[src/rtl/kwdt_pkg.sv]
package kwdt_pkg;

    localparam int WORD_W   = 32;
    localparam int SEL_W    = 3;
    localparam logic [3:0] UNLOCK = 4'hA;

    // field positions inside the control word
    localparam int EN_BIT     = 0;
    localparam int MODE_BIT   = 1;
    localparam int CLRKEY_LO  = 12;
    localparam int SEL_LO     = 20;
    localparam int SELKEY_LO  = 24;
    localparam int PEND_BIT   = 31;

    typedef enum logic {
        MODE_IRQ   = 1'b0,
        MODE_RESET = 1'b1
    } wd_mode_e;

    typedef struct packed {
        logic             en;
        wd_mode_e         mode;
        logic [SEL_W-1:0] sel;
    } wd_cfg_t;

    typedef struct packed {
        logic             en;
        wd_mode_e         mode;
        logic [SEL_W-1:0] sel;
        logic             sel_ok;
        logic             clr_ok;
    } wd_cmd_t;

    function automatic wd_cmd_t decode_word(input logic [WORD_W-1:0] w);
        wd_cmd_t c;
        c.en     = w[EN_BIT];
        c.mode   = wd_mode_e'(w[MODE_BIT]);
        c.sel    = w[SEL_LO +: SEL_W];
        c.sel_ok = (w[SELKEY_LO +: 4] == UNLOCK);
        c.clr_ok = (w[CLRKEY_LO +: 4] == UNLOCK);
        return c;
    endfunction

    function automatic logic [WORD_W-1:0] pack_status(input wd_cfg_t cfg, input logic pend);
        logic [WORD_W-1:0] s;
        s                    = '0;
        s[EN_BIT]            = cfg.en;
        s[MODE_BIT]          = cfg.mode;
        s[SEL_LO +: SEL_W]   = cfg.sel;
        s[PEND_BIT]          = pend;
        return s;
    endfunction

endpackage

[src/rtl/kwdt_regs.sv]
module kwdt_regs
    import kwdt_pkg::*;
(
    input  logic    clk,
    input  logic    rst,
    input  logic    wr_en,
    input  wd_cmd_t cmd,
    input  logic    expire,
    output wd_cfg_t cfg,
    output logic    pend,
    output logic    clr_hit
);

    assign clr_hit = wr_en && cmd.clr_ok;

    always_ff @(posedge clk) begin
        if (rst) begin
            cfg.en   <= 1'b0;
            cfg.mode <= MODE_IRQ;
            cfg.sel  <= '0;
        end else if (wr_en) begin
            cfg.en   <= cmd.en;
            cfg.mode <= cmd.mode;
            if (cmd.sel_ok) begin
                cfg.sel <= cmd.sel;
            end
        end
    end

    always_ff @(posedge clk) begin
        if (rst) begin
            pend <= 1'b0;
        end else if (clr_hit) begin
            pend <= 1'b0;
        end else if (expire) begin
            pend <= 1'b1;
        end
    end

endmodule

[src/rtl/kwdt_counter.sv]
module kwdt_counter
    import kwdt_pkg::*;
#(
    parameter int BASE_LOG = 10
) (
    input  logic             clk,
    input  logic             rst,
    input  logic             en,
    input  logic             tick,
    input  logic [SEL_W-1:0] sel,
    input  logic             clr,
    input  logic             hold,
    output logic             expire
);

    localparam int CNT_W = BASE_LOG + (1 << SEL_W) - 1;

    logic [CNT_W-1:0] cnt;
    logic [CNT_W-1:0] last;
    logic             step;

    // last count value of the selected period: 2^(BASE_LOG+sel) - 1
    assign last   = (CNT_W'(1) << (BASE_LOG + int'(sel))) - CNT_W'(1);
    assign step   = en && tick && !clr && !hold;
    assign expire = step && (cnt >= last);

    always_ff @(posedge clk) begin
        if (rst || clr || hold) begin
            cnt <= '0;
        end else if (expire) begin
            cnt <= '0;
        end else if (step) begin
            cnt <= cnt + CNT_W'(1);
        end
    end

endmodule

[src/rtl/kwdt_pulse.sv]
module kwdt_pulse #(
    parameter int RST_LEN = 4
) (
    input  logic clk,
    input  logic rst,
    input  logic trig,
    output logic active
);

    localparam int LEN_W = $clog2(RST_LEN + 1);

    logic [LEN_W-1:0] left;

    assign active = (left != '0);

    always_ff @(posedge clk) begin
        if (rst) begin
            left <= '0;
        end else if (trig) begin
            left <= LEN_W'(RST_LEN);
        end else if (active) begin
            left <= left - LEN_W'(1);
        end
    end

endmodule

[src/rtl/kwdt_top.sv]
module kwdt_top
    import kwdt_pkg::*;
#(
    parameter int BASE_LOG = 10,
    parameter int RST_LEN  = 4
) (
    input  logic              clk,
    input  logic              rst,
    input  logic              wr_en,
    input  logic [WORD_W-1:0] wr_data,
    input  logic              tick,
    output logic [WORD_W-1:0] rd_data,
    output logic              irq,
    output logic              rst_req
);

    wd_cmd_t cmd;
    wd_cfg_t cfg;
    logic    pend;
    logic    clr_hit;
    logic    expire;
    logic    pulse_on;

    assign cmd = decode_word(wr_data);

    kwdt_regs u_regs (
        .clk     (clk),
        .rst     (rst),
        .wr_en   (wr_en),
        .cmd     (cmd),
        .expire  (expire),
        .cfg     (cfg),
        .pend    (pend),
        .clr_hit (clr_hit)
    );

    kwdt_counter #(.BASE_LOG(BASE_LOG)) u_cnt (
        .clk    (clk),
        .rst    (rst),
        .en     (cfg.en),
        .tick   (tick),
        .sel    (cfg.sel),
        .clr    (clr_hit),
        .hold   (pulse_on),
        .expire (expire)
    );

    kwdt_pulse #(.RST_LEN(RST_LEN)) u_pulse (
        .clk    (clk),
        .rst    (rst),
        .trig   (expire && (cfg.mode == MODE_RESET)),
        .active (pulse_on)
    );

    assign rd_data = pack_status(cfg, pend);
    assign irq     = pend && (cfg.mode == MODE_IRQ);
    assign rst_req = pulse_on;

endmodule

[config.mk]
export PLATFORM = sky130hd
export DESIGN_NAME = kwdt_top
export DESIGN_NICKNAME = d
export VERILOG_FILES = /design/src/rtl/kwdt_pkg.sv /design/src/rtl/kwdt_regs.sv /design/src/rtl/kwdt_counter.sv /design/src/rtl/kwdt_pulse.sv /design/src/rtl/kwdt_top.sv
export SDC_FILE = /design/constraint.sdc
export NUM_CORES = 1
export LEC_CHECK = 0
export ABC_AREA = 0
export ABC_CLOCK_PERIOD_IN_PS = 3400
export CORE_MARGIN = 2
export CORE_UTILIZATION = 45
export DETAILED_ROUTE_END_ITERATION = 12
export GPL_TIMING_DRIVEN = 0
export PLACE_DENSITY = 0.91
export SLEW_MARGIN = 40
export SYNTH_ARGS = -nofsm -noshare
export SYNTH_HDL_FRONTEND = slang
export SYNTH_HIERARCHICAL = 1
export SYNTH_SLANG_ARGS = --single-unit
[constraint.sdc]
create_clock -name clk -period 3.4 [get_ports clk]
set_input_delay 0.51 -clock clk [delete_from_list [all_inputs] [get_ports clk]]
set_output_delay 0.51 -clock clk [all_outputs]
set_load 0.01 [all_outputs]
==> impl_metrics.csv, run 1 <==
group,metric,value,unit
worst_setup_path,r2r_slack,0.36,ns
global_route,grt_pass1_wl,6570,um
synthesis,mapped_cell_area,1930,sq um
floorplan,die_w,69.5,um
sta,period_share,0.893,
cts,cts_buffers,3,
job,cap_viol_max_count,0,
worst_setup_path,r2r.worst_path.cells,12,
worst_setup_path,critPathCaptureType,"flop",
cts,cts.hold.buffers_added,0,
detailed_routing,detailedRoute.firstPassIterationCount,4,
outcome,run_status,"finished, final reports clean",
cts,clk_transition_reported_paths,0.09,ns
synthesis,synthesis.yosys.warnings,6,
floorplan,die_h,69.5,um
global_route,number_of_antenna_violations_at_the_first_check_in_global_routing,0,
sta,rsz_0062_raised_after_global_routing,"no",
detailed_routing,routed_via_density,4.83,
worst_setup_path,crit_arrival,3.20,ns
detailed_routing,drtAntennaViolNets,0,
synthesis,synth_seq_area_share,0.270,
cts,clock_tree.buffer_depth,2,
final_layout,post-route-cell-area,2400,sq um
floorplan,core_area,4060,sq um
power_and_ir_drop,power.density,329,nW/um^2
detailed_routing,dr.first_iter.drc_count,66,
global_route,via_count_of_the_first_global_routing_pass,1443,
power_and_ir_drop,ir_drop,0.000314,V
worst_setup_path,worst_r2r_startpoint,"u_regs/cfg[1]",
synthesis,synth_top_area_frac,0.270,
floorplan,dieArea,4830,sq um
global_route,all_layer_gr_usage,0.162,
final_layout,final_core_utilization,0.592,
synthesis,yosysUniqueCellTypes,41,
final_layout,layout_common_cells,"sky130_fd_sc_hd__buf_4, sky130_fd_sc_hd__conb_1, sky130_fd_sc_hd__dfxtp_1, sky130_fd_sc_hd__nor2_1, sky130_fd_sc_hd__clkdlybuf4s50_1",
floorplan,floorplan.rows,23,
floorplan,initial_core_utilization,0.475,
worst_setup_path,worstSetupStartpoint,"u_regs/cfg[1]",
synthesis,ys_ff_latch,26,
cts,clock_tree.htree_level_count,1,
power_and_ir_drop,total_power,790,uW
detailed_routing,wl_per_cell,12.1,um
place,finalWeightedCongestion,0.783,
power_and_ir_drop,power.static_leakage,1.04,nW
place,placed_cells_incl_taps,323,
global_route,grt_max_degree,15,
final_layout,antennaDiodeCount,0,
sta,finalClockSkew,0.00438,ns
sta,hold_viol_final,0,
final_layout,fillCellCount,352,
place,port-buffer-count,23,
min_path,holdCritPathClass,"reg -> reg",
worst_setup_path,worst_setup_path_endpoint,"u_cnt/cnt[2]",
cts,tritoncts_clock_tree,"yes",
place,place_hpwl,3070,um
global_route,grt.overflow.total,0,
final_layout,post_layout_nonfiller_instances,330,
final_layout,fin_nets,339,
detailed_routing,total_routed_wirelength,4010,um
worst_setup_path,start_kind,"flop",
worst_setup_path,worstReg2RegEnd,"u_cnt/cnt[2]",
place,post-place-ws,0.187,ns
detailed_routing,vias,1594,
cts,insertion_delay,0.27,ns
synthesis,post_synth_inst_count,223,
synthesis,prevailing_post_synth_register_cell,"sky130_fd_sc_hd__dfxtp_1",
sta,setup-violations-final,0,
min_path,holdCritStartpoint,"u_cnt/cnt[1]",
place,dpl_cell_area,2320,sq um
cts,cts_sinks,26,
sta,setup_total_negative_slack,0,ns
detailed_routing,drt_drc_violations_left,0,
final_layout,post_route_cells_drive_above_1_share,0.189,
final_layout,layout_commonest_cell,"sky130_fd_sc_hd__buf_4",
worst_setup_path,crit_fanout,10,
synthesis,synth-edff-count,0,
sta,postLayoutSetupSlackWorst,0.364,ns
sta,post-route-min-period,3.04,ns
sta,fmaxAchievable,329,MHz
sta,hold_ws,0.514,ns
worst_setup_path,critPathKind,"reg -> reg",
worst_setup_path,cp.required,3.56,ns
synthesis,main_area_contributors_after_synthesis,"sky130_fd_sc_hd__dfxtp_1, sky130_fd_sc_hd__ha_1, sky130_fd_sc_hd__buf_4",
cts,cts.root.buffer_cell,"sky130_fd_sc_hd__clkbuf_8",
synthesis,synth_area_leader_cell,"sky130_fd_sc_hd__dfxtp_1",
synthesis,postSynthAreaPerCell,8.65,sq um
synthesis,synth_async_sr_flop_share,0,
final_layout,area.growth.synth_to_final,24.5,%
sta,timing_max_transition_violations_final,0,
floorplan,design.portCount,70,
layer usage:
metal  up-vias  routed length [um]  global-route usage
met5         -                   0                   0
met1       746                1720               0.211
met2        30                2060               0.279
li1        812                   -                   -
met4         0                  71              0.0479
met3         6                 152              0.0189
worst min path at each step:
stage | end | slack, ns | cells past startpoint
after floorplan | u_cnt/cnt[3] | 0.48 | 2
after global placement | u_cnt/cnt[1] | 0.50 | 2
after detailed placement | u_cnt/cnt[1] | 0.51 | 2
after CTS | u_cnt/cnt[1] | 0.52 | 2
after global routing | u_regs/cfg[1] | 0.53 | 3
final | u_cnt/cnt[1] | 0.51 | 2
registers in the layout, indices dropped and copies added, names as in the netlist:
| register | cells |
|---|---|
| u_cnt/cnt | 17 |
| u_regs/cfg | 5 |
| u_pulse/left | 3 |
| u_regs/pend | 1 |
cells in the mapped netlist (2+ instances only):
| library cell | count |
|---|---|
| sky130_fd_sc_hd__buf_4 | 27 |
| sky130_fd_sc_hd__dfxtp_1 | 26 |
| sky130_fd_sc_hd__nor2_1 | 24 |
| sky130_fd_sc_hd__ha_1 | 22 |
| sky130_fd_sc_hd__xnor2_1 | 14 |
| sky130_fd_sc_hd__inv_1 | 13 |
| sky130_fd_sc_hd__a21oi_1 | 10 |
| sky130_fd_sc_hd__nand2_1 | 10 |
| sky130_fd_sc_hd__nand3_1 | 10 |
| sky130_fd_sc_hd__nor3_1 | 10 |
| sky130_fd_sc_hd__o21ai_0 | 5 |
| sky130_fd_sc_hd__nand4_1 | 4 |
| sky130_fd_sc_hd__xor2_1 | 4 |
| sky130_fd_sc_hd__a21bo_1 | 3 |
| sky130_fd_sc_hd__and4bb_2 | 3 |
| sky130_fd_sc_hd__mux2i_1 | 3 |
| sky130_fd_sc_hd__nor2b_1 | 3 |
| sky130_fd_sc_hd__nor3_2 | 3 |
| sky130_fd_sc_hd__a22oi_1 | 2 |
| sky130_fd_sc_hd__a31oi_1 | 2 |
| sky130_fd_sc_hd__buf_2 | 2 |
| sky130_fd_sc_hd__buf_6 | 2 |
| sky130_fd_sc_hd__conb_1 | 2 |
| sky130_fd_sc_hd__or3_1 | 2 |
power breakdown:
group          internal, mW  leakage, nW  total, mW  switching [mW]
Sequential            0.319        0.211      0.329          0.0100
Clock                 0.104       0.0288      0.202          0.0986
Combinational         0.131        0.797      0.259           0.127
Total                 0.554         1.04      0.790           0.236
area by class of cell:
class / instances / area (sq um) / area share
sequential: 26 / 522 / 0.217
multi-input combinational: 179 / 1220 / 0.509
buffer: 31 / 235 / 0.0979
timing repair buffer: 26 / 253 / 0.105
tap: 50 / 62.6 / 0.0260
clock buffer: 4 / 55.1 / 0.0229
inverter: 14 / 52.6 / 0.0219
worst max-delay path, cell delays in order (launching register included):
cell                       delay [ns]
sky130_fd_sc_hd__dfxtp_2         0.43
sky130_fd_sc_hd__inv_1           0.11
sky130_fd_sc_hd__ha_1            0.40
sky130_fd_sc_hd__nor2b_1         0.17
sky130_fd_sc_hd__o21ai_0         0.14
sky130_fd_sc_hd__a22oi_1         0.10
sky130_fd_sc_hd__ha_1            0.31
sky130_fd_sc_hd__nand4_1         0.17
sky130_fd_sc_hd__nor3_1          0.36
sky130_fd_sc_hd__o211ai_1        0.18
sky130_fd_sc_hd__nand4_1         0.21
sky130_fd_sc_hd__buf_2           0.26
sky130_fd_sc_hd__nor2_1          0.07
timing repair:
item / 4_1_cts / 5_1_grt
resized for setup: 0 / 1
endpoints found under the setup margin: 0 / 11
setup buffers: 0 / 3
cell families (layout without fill, tap and decap cells):
family / count (synthesis) / in the layout / share of synthesized area
and+or+nand+nor: 81 / 81 / 0.248
buffers and inverters: 45 / 75 / 0.149
adders and majority gates: 22 / 22 / 0.143
muxes: 3 / 3 / 0.0156
AOI/OAI and AO/OA: 26 / 26 / 0.0888
xor gates and xnor gates: 18 / 18 / 0.0817
DFF: 26 / 26 / 0.270
other: 2 / 29 / 0.00389
(Power assumes the default switching activity.)
==> run 2, diff against run 1 <==
--- a/config.mk
+++ b/config.mk
@@ -7,6 +7,7 @@
 export LEC_CHECK = 0
 export ABC_AREA = 0
 export ABC_CLOCK_PERIOD_IN_PS = 3400
+export CAP_MARGIN = 20
 export CORE_MARGIN = 2
 export CORE_UTILIZATION = 45
 export DETAILED_ROUTE_END_ITERATION = 12
==> results of run 2 <==
The final DEF is identical to that of run 1; final timing and power are the same.
